==> src/rtl/tagrf_pkg.sv <==
package tagrf_pkg;
    localparam int TAG_W       = 4;
    localparam int DEF_NREGS   = 16;
    localparam int DEF_DATA_W  = 32;
    localparam logic [TAG_W-1:0] TAG_FREE    = '0;
    localparam logic [TAG_W-1:0] TAG_UNDEF   = 4'hF;

    typedef logic [TAG_W-1:0] tag_t;

    function automatic logic tag_defined(input tag_t t);
        return t != TAG_UNDEF;
    endfunction

    function automatic logic tag_busy(input tag_t t);
        return t != TAG_FREE;
    endfunction
endpackage

==> src/rtl/tagrf_entry.sv <==
module tagrf_entry
    import tagrf_pkg::*;
#(
    parameter int IDX    = 0,
    parameter int AW     = 4,
    parameter int DATA_W = 32
) (
    input  logic              clk,
    input  logic              rst,
    input  logic              ld_ok,
    input  logic [AW-1:0]     ld_addr,
    input  tag_t              ld_tag,
    input  logic [DATA_W-1:0] ld_data,
    input  logic              op_valid,
    input  logic [AW-1:0]     op_dst,
    input  logic [AW-1:0]     op_src1,
    input  logic [AW-1:0]     op_src2,
    input  logic              op_clr_src1,
    input  logic              op_clr_src2,
    input  tag_t              donor_tag,
    input  logic [DATA_W-1:0] op_data,
    output tag_t              tag_q,
    output logic [DATA_W-1:0] data_q
);
    localparam logic [AW-1:0] MY_ADDR = AW'(IDX);

    logic ld_hit, dst_hit, clr_hit;
    tag_t tag_d;
    logic [DATA_W-1:0] data_d;

    assign ld_hit  = ld_ok && (ld_addr == MY_ADDR);
    assign dst_hit = op_valid && (op_dst == MY_ADDR);
    assign clr_hit = op_valid && ((op_clr_src1 && op_src1 == MY_ADDR) ||
                                  (op_clr_src2 && op_src2 == MY_ADDR));

    always_comb begin
        tag_d  = tag_q;
        data_d = data_q;
        if (ld_hit) begin
            tag_d  = ld_tag;
            data_d = ld_data;
        end else if (dst_hit) begin
            tag_d  = donor_tag;
            data_d = op_data;
        end else if (clr_hit) begin
            tag_d  = TAG_FREE;
        end
    end

    always_ff @(posedge clk) begin
        if (rst) tag_q <= TAG_FREE;
        else     tag_q <= tag_d;
        if (!rst) data_q <= data_d;
    end

    // a clear with no write to this entry frees it
    a_r7_clear_frees: assert property (@(posedge clk) disable iff (rst)
        (clr_hit && !dst_hit && !ld_hit) |=> (tag_q == TAG_FREE));
    // a load wins against everything else
    a_r8_load_wins: assert property (@(posedge clk) disable iff (rst)
        ld_hit |=> (tag_q == $past(ld_tag) && data_q == $past(ld_data)));
endmodule

==> src/rtl/tagrf_read_port.sv <==
module tagrf_read_port
    import tagrf_pkg::*;
#(
    parameter int NREGS  = 16,
    parameter int AW     = 4,
    parameter int DATA_W = 32
) (
    input  logic                          en,
    input  logic [AW-1:0]                 addr,
    input  tag_t        [NREGS-1:0]       tags,
    input  logic [NREGS-1:0][DATA_W-1:0]  datas,
    output tag_t                          tag,
    output logic [DATA_W-1:0]             data,
    output logic                          free_err
);
    assign tag      = tags[addr];
    assign data     = datas[addr];
    assign free_err = en && !tag_busy(tag);
endmodule

==> src/rtl/tagged_regfile.sv <==
module tagged_regfile
    import tagrf_pkg::*;
#(
    parameter int NREGS  = DEF_NREGS,
    parameter int DATA_W = DEF_DATA_W,
    localparam int AW    = $clog2(NREGS)
) (
    input  logic              clk,
    input  logic              rst,
    input  logic              rd_en_a,
    input  logic [AW-1:0]     rd_addr_a,
    output logic [TAG_W-1:0]  rd_tag_a,
    output logic [DATA_W-1:0] rd_data_a,
    output logic              rd_free_err_a,
    input  logic              rd_en_b,
    input  logic [AW-1:0]     rd_addr_b,
    output logic [TAG_W-1:0]  rd_tag_b,
    output logic [DATA_W-1:0] rd_data_b,
    output logic              rd_free_err_b,
    input  logic              op_valid,
    input  logic [AW-1:0]     op_dst,
    input  logic [AW-1:0]     op_src1,
    input  logic [AW-1:0]     op_src2,
    input  logic              op_clr_src1,
    input  logic              op_clr_src2,
    input  logic [DATA_W-1:0] op_data,
    input  logic              ld_we,
    input  logic [AW-1:0]     ld_addr,
    input  logic [TAG_W-1:0]  ld_tag,
    input  logic [DATA_W-1:0] ld_data,
    output logic              ld_tag_err,
    output logic [NREGS-1:0]  busy_o
);
    tag_t        [NREGS-1:0]       tags;
    logic [NREGS-1:0][DATA_W-1:0]  datas;
    logic ld_ok;
    tag_t donor_tag;

    assign ld_ok      = ld_we && tag_defined(ld_tag);
    assign ld_tag_err = ld_we && !tag_defined(ld_tag);
    assign donor_tag  = tags[op_src1];

    for (genvar i = 0; i < NREGS; i++) begin : g_entry
        tagrf_entry #(.IDX(i), .AW(AW), .DATA_W(DATA_W)) u_entry (
            .clk(clk), .rst(rst),
            .ld_ok(ld_ok), .ld_addr(ld_addr), .ld_tag(ld_tag), .ld_data(ld_data),
            .op_valid(op_valid), .op_dst(op_dst), .op_src1(op_src1), .op_src2(op_src2),
            .op_clr_src1(op_clr_src1), .op_clr_src2(op_clr_src2),
            .donor_tag(donor_tag), .op_data(op_data),
            .tag_q(tags[i]), .data_q(datas[i])
        );
        assign busy_o[i] = tag_busy(tags[i]);
    end

    tagrf_read_port #(.NREGS(NREGS), .AW(AW), .DATA_W(DATA_W)) u_rd_a (
        .en(rd_en_a), .addr(rd_addr_a), .tags(tags), .datas(datas),
        .tag(rd_tag_a), .data(rd_data_a), .free_err(rd_free_err_a));
    tagrf_read_port #(.NREGS(NREGS), .AW(AW), .DATA_W(DATA_W)) u_rd_b (
        .en(rd_en_b), .addr(rd_addr_b), .tags(tags), .datas(datas),
        .tag(rd_tag_b), .data(rd_data_b), .free_err(rd_free_err_b));

    // reset leaves every entry free
    a_r1_reset_frees: assert property (@(posedge clk) rst |=> (busy_o == '0));
    // destination inherits the donor tag and takes the result
    a_r6_inherit: assert property (@(posedge clk) disable iff (rst)
        (op_valid && !(ld_ok && ld_addr == op_dst)) |=>
        (tags[$past(op_dst)] == $past(donor_tag) && datas[$past(op_dst)] == $past(op_data)));
    // an undefined load alone changes nothing
    a_r5_undef_load: assert property (@(posedge clk) disable iff (rst)
        (ld_we && !tag_defined(ld_tag) && !op_valid) |=> (busy_o == $past(busy_o)));
    // free-read flag agrees with the busy vector
    a_r3_free_flag_a: assert property (@(posedge clk) disable iff (rst)
        rd_free_err_a |-> !busy_o[rd_addr_a]);
    a_r3_free_flag_b: assert property (@(posedge clk) disable iff (rst)
        rd_free_err_b |-> !busy_o[rd_addr_b]);
endmodule

==> config.mk <==
export PLATFORM = sky130hd
export DESIGN_NAME = tagged_regfile
export DESIGN_NICKNAME = d
export VERILOG_FILES = /design/src/rtl/tagrf_pkg.sv /design/src/rtl/tagrf_entry.sv /design/src/rtl/tagrf_read_port.sv /design/src/rtl/tagged_regfile.sv
export SDC_FILE = /design/constraint.sdc
export NUM_CORES = 1
export LEC_CHECK = 0
export BUFFER_PORTS_ARGS = -buffer_cell sky130_fd_sc_hd__buf_2
export CAP_MARGIN = 0
export CORE_ASPECT_RATIO = 0.7
export CORE_UTILIZATION = 40
export CTS_BUF_LIST = sky130_fd_sc_hd__clkbuf_4
export CTS_CLUSTER_DIAMETER = 50
export CTS_CLUSTER_SIZE = 14
export DETAILED_ROUTE_END_ITERATION = 6
export SYNTH_ARGS = -nofsm -noshare
export SYNTH_HDL_FRONTEND = slang
export SYNTH_SLANG_ARGS = --single-unit
==> constraint.sdc <==
create_clock -name clk -period 6.32 [get_ports clk]
set_input_delay 1.264 -clock clk [delete_from_list [all_inputs] [get_ports clk]]
set_output_delay 1.264 -clock clk [all_outputs]
set_load 0.02 [all_outputs]
Word level (Yosys, flattened, before mapping):

Index checks and enable logic that the tools add are counted.

* add/subtract/negate cells: 0
* multipliers: 0
* div/mod/pow operators: 0
* $lt $le $gt $ge: 3
* equal/unequal tests: 61
* shifts and indexed selects: 0
* muxes and demuxes: 90
* bitwise logic cells: 1
* reductions and logical operators: 173

Operators by type and width (count)
* $mux W32: 34
* $bmux W32 S4: 2
* $mux W4: 51
* $eq A4 B4 Y1 const B: 32
* $logic_and A1 B1 Y1: 84
* $reduce_bool A4 Y1: 18
* $eq A4 B3 Y1 const B: 16
* $bmux W4 S4: 3
* $reduce_bool A3 Y1: 16
* $eq A4 B2 Y1 const B: 8
* $reduce_and A2 Y1: 16
* $reduce_bool A2 Y1: 16
* $eq A4 B1 Y1 const B: 4
* $logic_not A4 Y1: 4
* $logic_or A1 B1 Y1: 16
* $lt A4 B5 Y1 const B: 3
* $ne A4 B4 Y1 const B: 1
* $logic_not A1 Y1: 3
* $not A1 Y1: 1

* register bits: 576
* latch bits: 0
* memory bits (writable): 0
* memory bits (read-only): 0
* output and inout bits: 91
* memories: 0

Logic depth before layout (Yosys ltp):

* word-level depth: 7
* mapped depth: 8
* gate-level depth less buffers: 4

Modules after synthesis:

A second synthesis with hierarchy kept.

* cell total of the unflattened synthesis: 2175
* area, all modules: 36348.6 µm²

Modules (own cells, without submodules)
* tagrf_entry at g_entry[10].u_entry ...: instances 6, cells an instance 103, area each 1680.4 µm², seq. area each 1041.0 µm²
* tagrf_read_port: instances 2, cells an instance 239, area each 4351.7 µm², seq. area each 0.0 µm²
* tagrf_entry at g_entry[1].u_entry ...: instances 2, cells an instance 100, area each 1701.6 µm², seq. area each 1041.0 µm²
* tagrf_entry at g_entry[12].u_entry ...: instances 2, cells an instance 103, area each 1689.1 µm², seq. area each 1041.0 µm²
* tagrf_entry at g_entry[11].u_entry ...: instances 2, cells an instance 103, area each 1682.9 µm², seq. area each 1041.0 µm²
* tagrf_entry at g_entry[4].u_entry ...: instances 2, cells an instance 103, area each 1681.6 µm², seq. area each 1041.0 µm²
* tagrf_entry at g_entry[15].u_entry: instances 1, cells an instance 103, area each 1694.1 µm², seq. area each 1041.0 µm²
* tagrf_entry at g_entry[0].u_entry: instances 1, cells an instance 99, area each 1664.1 µm², seq. area each 1041.0 µm²
* tagged_regfile: instances 1, cells an instance 59, area each 694.4 µm², seq. area each 0.0 µm²

Worst setup path before layout:

No wires, ideal clock.

* path kind: input port to output port
* from: in rd_addr_b[0]
* to: out rd_free_err_b
* data arrival time: 3.401 ns
* path slack: 1.655 ns
* cell stages on the path: 7
* path buffers: 3
* path through: buf_2 > buf_6 > buf_2 > mux4_2 > nand3_1 > nand3_1 > nor4_1

* word-level cells in the longest chain between the ends: 5

Ends and longest elaborated chain
* start, declared: RTL line tagged_regfile.sv:16 `input logic [AW-1:0] rd_addr_b,`
* $bmux W4 S4: RTL line tagrf_read_port.sv:16 `assign tag = tags[addr];`
* $mux W4 (not written as such): RTL line tagrf_read_port.sv:16
* net rd_tag_b[1]: RTL line tagged_regfile.sv:17 `output logic [TAG_W-1:0] rd_tag_b,`
* $reduce_bool A4 Y1: RTL line tagrf_pkg.sv:15 `return t != TAG_FREE;`
* $logic_not A1 Y1: RTL line tagrf_read_port.sv:18 `assign free_err = en && !tag_busy(tag);`
* $logic_and A1 B1 Y1: RTL line tagrf_read_port.sv:18
* end, declared: RTL line tagged_regfile.sv:19 `output logic rd_free_err_b,`

The timed path passes the listed nets, and every way through them passes these cells. The select of a mux whose other input is x is not followed.

Worst setup path in the final report:

* from: in rd_addr_a[0]
* to: out rd_free_err_a

* word-level cells in the longest chain between the ends: 5

Ends and longest elaborated chain
* start, declared: RTL line tagged_regfile.sv:11 `input logic [AW-1:0] rd_addr_a,`
* $bmux W4 S4: RTL line tagrf_read_port.sv:16
* $mux W4 (not written as such): RTL line tagrf_read_port.sv:16
* $reduce_bool A4 Y1: RTL line tagrf_pkg.sv:15
* $logic_not A1 Y1: RTL line tagrf_read_port.sv:18
* $logic_and A1 B1 Y1: RTL line tagrf_read_port.sv:18
* end, declared: RTL line tagged_regfile.sv:14 `output logic rd_free_err_a,`

Every way passes these cells. The select of a mux whose other input is x is not followed.

==> results.py <==
metrics = {
    "setup_path": {
        "cp_max_fo": 43,
        "cp.required_ps": 5060,
        "cp-start-kind": "primary input",
        "critical_path_class": "primary input to primary output",
        "r2r_setup_slack_ps": 3960,
        "worst_ep_arrival_time_ps": 3630,
        "timing.rr.end": "g_entry[8].u_entry.tag_q[3]$_SDFFE_PP0P_",
        "r2r_cells": 4,
        "endpoint_kind": "primary output",
        "worstReg2RegStart": "g_entry[5].u_entry.tag_q[3]$_SDFFE_PP0P_",
    },
    "placement": {
        "placed_cells": 3608,
        "placed_cell_area_mm2": 0.0376,
        "gp_congestion": 0.925,
        "pre_cts_ws_ps": 1400,
        "dp_hpwl_mm": 74.5,
        "port_buffers": 190,
    },
    "synthesis": {
        "synth_edf_count": 512,
        "yosysUniqueCellTypes": 57,
        "synth_nets": 2569,
        "synth_cells": 2469,
        "ys.flop_type": "edfxtp_1",
        "synthAdderAreaFrac_pct": 0,
        "ys_warn_count": 0,
        "ys_async_sr_fraction_pct": 0,
        "ys_ff_latch": 576,
        "synth-simple-area-share_pct": 7.26,
        "ys_seq_area_share_pct": 46.8,
        "synthMuxAreaShare_pct": 35.9,
        "synthXorXnorAreaFrac_pct": 0,
        "synth-compound-area-share_pct": 6.30,
        "synth_top_family_by_area": "multiplexers",
        "avgSynthCellArea_um2": 14.4,
        "synth_area_mm2": 0.0356,
    },
    "route": {
        "num_vias": 25300,
        "wl_per_cell_um": 33.7,
        "wl_mm": 126,
        "ant_nets": 0,
        "drc": 24,
        "via_per_inst": 6.77,
        "dr.pass1.iters": 7,
        "drtIter0Drc": 3892,
    },
    "cts": {
        "clk_latency_ps": 900,
        "clk_pin_slew_worst_paths_ps": 100,
        "cts_max_level": 3,
        "numCtsBuffers": 66,
        "cts_resized": 0,
        "cts_root_buffer": "clkbuf_4",
        "cts_tree": "yes",
        "ctsHoldBuffers": 0,
        "clock_sinks": 576,
        "postCtsSetupBuffers": 0,
        "clk_path_buf_depth": 3,
    },
    "die": {
        "coreArea_mm2": 0.0881,
        "fp.dieH_um": 252,
        "io_pins": 191,
        "rows": 91,
        "die_area_mm2": 0.0902,
        "die_x_um": 359,
        "start_util_pct": 40.4,
    },
    "grt": {
        "grtUsageMet1_pct": 38.1,
        "met2_usage_pct": 42.6,
        "grt_pass1_wl_mm": 181,
        "grt-busiest-layer": "met2",
        "grt_max_degree": 81,
        "antenna_found_initial": 14,
        "grt-ovfl-total": 0,
        "grt_pass1_vias": 25300,
        "use_met3_pct": 7.77,
        "track_usage_pct": 27.8,
    },
    "timing": {
        "timing.hold.ws_ps": 666,
        "fin_crit_sh_pct": 77.5,
        "fin_setup_tns_ps": 0,
        "worst_pin_slew_ps": 1370,
        "finalSetupViolCount": 0,
        "fmax_mhz": 204,
        "fin_ws_ps": 1420,
        "rsz0062_at_grt": "no",
        "finClkSkew_ps": 52.1,
        "post-route-min-period_ps": 4900,
        "hold_viol": 0,
        "drv_slew": 0,
        "maxSlewHeadroom_pct": 8.35,
    },
    "min_path": {
        "min_delay_path_depth": 2,
        "hp-start": "g_entry[8].u_entry.tag_q[0]$_SDFFE_PP0P_",
        "hold_path_end": "g_entry[8].u_entry.tag_q[0]$_SDFFE_PP0P_",
        "hold_class": "flop to flop",
    },
    "power": {
        "power.density_mw_per_mm2": 210,
        "finalPower_mw": 8.11,
        "ir_drop_mv": 0.106,
        "p_leak_nw": 12.7,
    },
    "finish": {
        "final_util_pct": 43.8,
        "layout.nets": 2614,
        "final_area_mm2": 0.0386,
        "final_cell_count_no_fill": 3736,
        "layout-drive-gt1-share_pct": 45.2,
        "area_growth_pct": 8.40,
    },
    "outcome": {
        "status": "finished with violations",
        "violations": "DRC",
    },
    "flow_run": {
        "maxCapViolCount": 0,
    },
}
## metal layers
metal  vias to the layer above  share of wire [%]
met2                      1618                 46
li1                      10300                  -
met5                         -               0.13
met3                       311                 11
met1                     13100                 40
met4                        14                3.2
## state kept, by name (all words and copies together) (netlist names)
signal                  count
g_entry.u_entry.tag_q      64
g_entry.u_entry.data_q    512
## critical path, cell delays in order
cell     delay, ps
buf_8          420
buf_4          420
mux4_2         560
a22oi_1        220
nand3_1        150
nor4_1         290
buf_2          210
## Yosys cell counts (all sizes together), types with 17 or more instances
master | n | area [um2]
nand3 | 56 | 280
a211oi | 64 | 480
nand2 | 394 | 1480
mux4 | 368 | 8290
a222oi | 32 | 320
buf | 131 | 727
dfxtp | 64 | 1280
nor2b | 17 | 106
a311oi | 34 | 298
mux2 | 392 | 4430
edfxtp | 512 | 15400
nor2 | 31 | 116
clkbuf | 140 | 531
a2111oi | 32 | 280
a32oi | 32 | 280
## kinds of logic (layout without fill, tap and decap cells)
| logic type | count (synthesis) | in the layout |
|---|---|---|
| flops | 576 | 576 |
| mux | 766 | 766 |
| other cells | 0 | 9 |
| buf+inv | 281 | 377 |
| compound gates | 266 | 266 |
| simple gates | 580 | 580 |
## layout make-up
class	instances	area [um2]
tap	1162	1450
sequential	576	16700
antenna	9	22.5
inverter	2	7.51
clock inverter	45	458
timing repair buffer	256	1610
fill	7804	49500
multi-input combinational	1612	17800
clock buffer	74	556
## where the power goes
part           internal [mW]  switching [mW]
clock                  0.882            1.50
combinational          0.593           0.798
sequential              4.25          0.0832
## worst max path at each step
| stage | from | end | cells past startpoint |
|---|---|---|---|
| CTS | rd_addr_a[0] | rd_free_err_a | 7 |
| global route | rd_addr_a[0] | rd_free_err_a | 7 |
| floorplan | rd_addr_b[0] | rd_free_err_b | 7 |
| global placement | rd_addr_a[0] | rd_free_err_a | 7 |
| finish | rd_addr_a[0] | rd_free_err_a | 7 |
| detailed placement | rd_addr_a[0] | rd_free_err_a | 7 |
## cells in the final DEF, fill, tap and decap left out, types with 6 or more instances in the layout
cell and instances:
a211o_1 8, clkbuf_4 74, nor3_2 9, mux2_2 376, buf_4 59, clkinv_1 11, a311oi_1 34, nor2_4 8
dfxtp_1 64, o32ai_1 6, a31oi_1 8, o311a_1 13, bufinv_16 6, diode_2 9, a32oi_1 32, nand3b_1 9
buf_2 183, buf_12 10, and3_1 6, nand3_1 48, o22ai_1 16, or4_1 16, and2_1 7, nor2_1 23
edfxtp_1 512, mux2_1 13, nand2_1 394, a222oi_1 32, inv_6 10, a21o_1 8, nand3_2 8, a211oi_1 64
mux4_2 368, nor2b_4 8, a2111oi_0 32, nand2b_1 7, nor2b_1 9, mux2i_1 6, a22oi_1 8
Note: power is estimated with default switching activity, not from simulation.
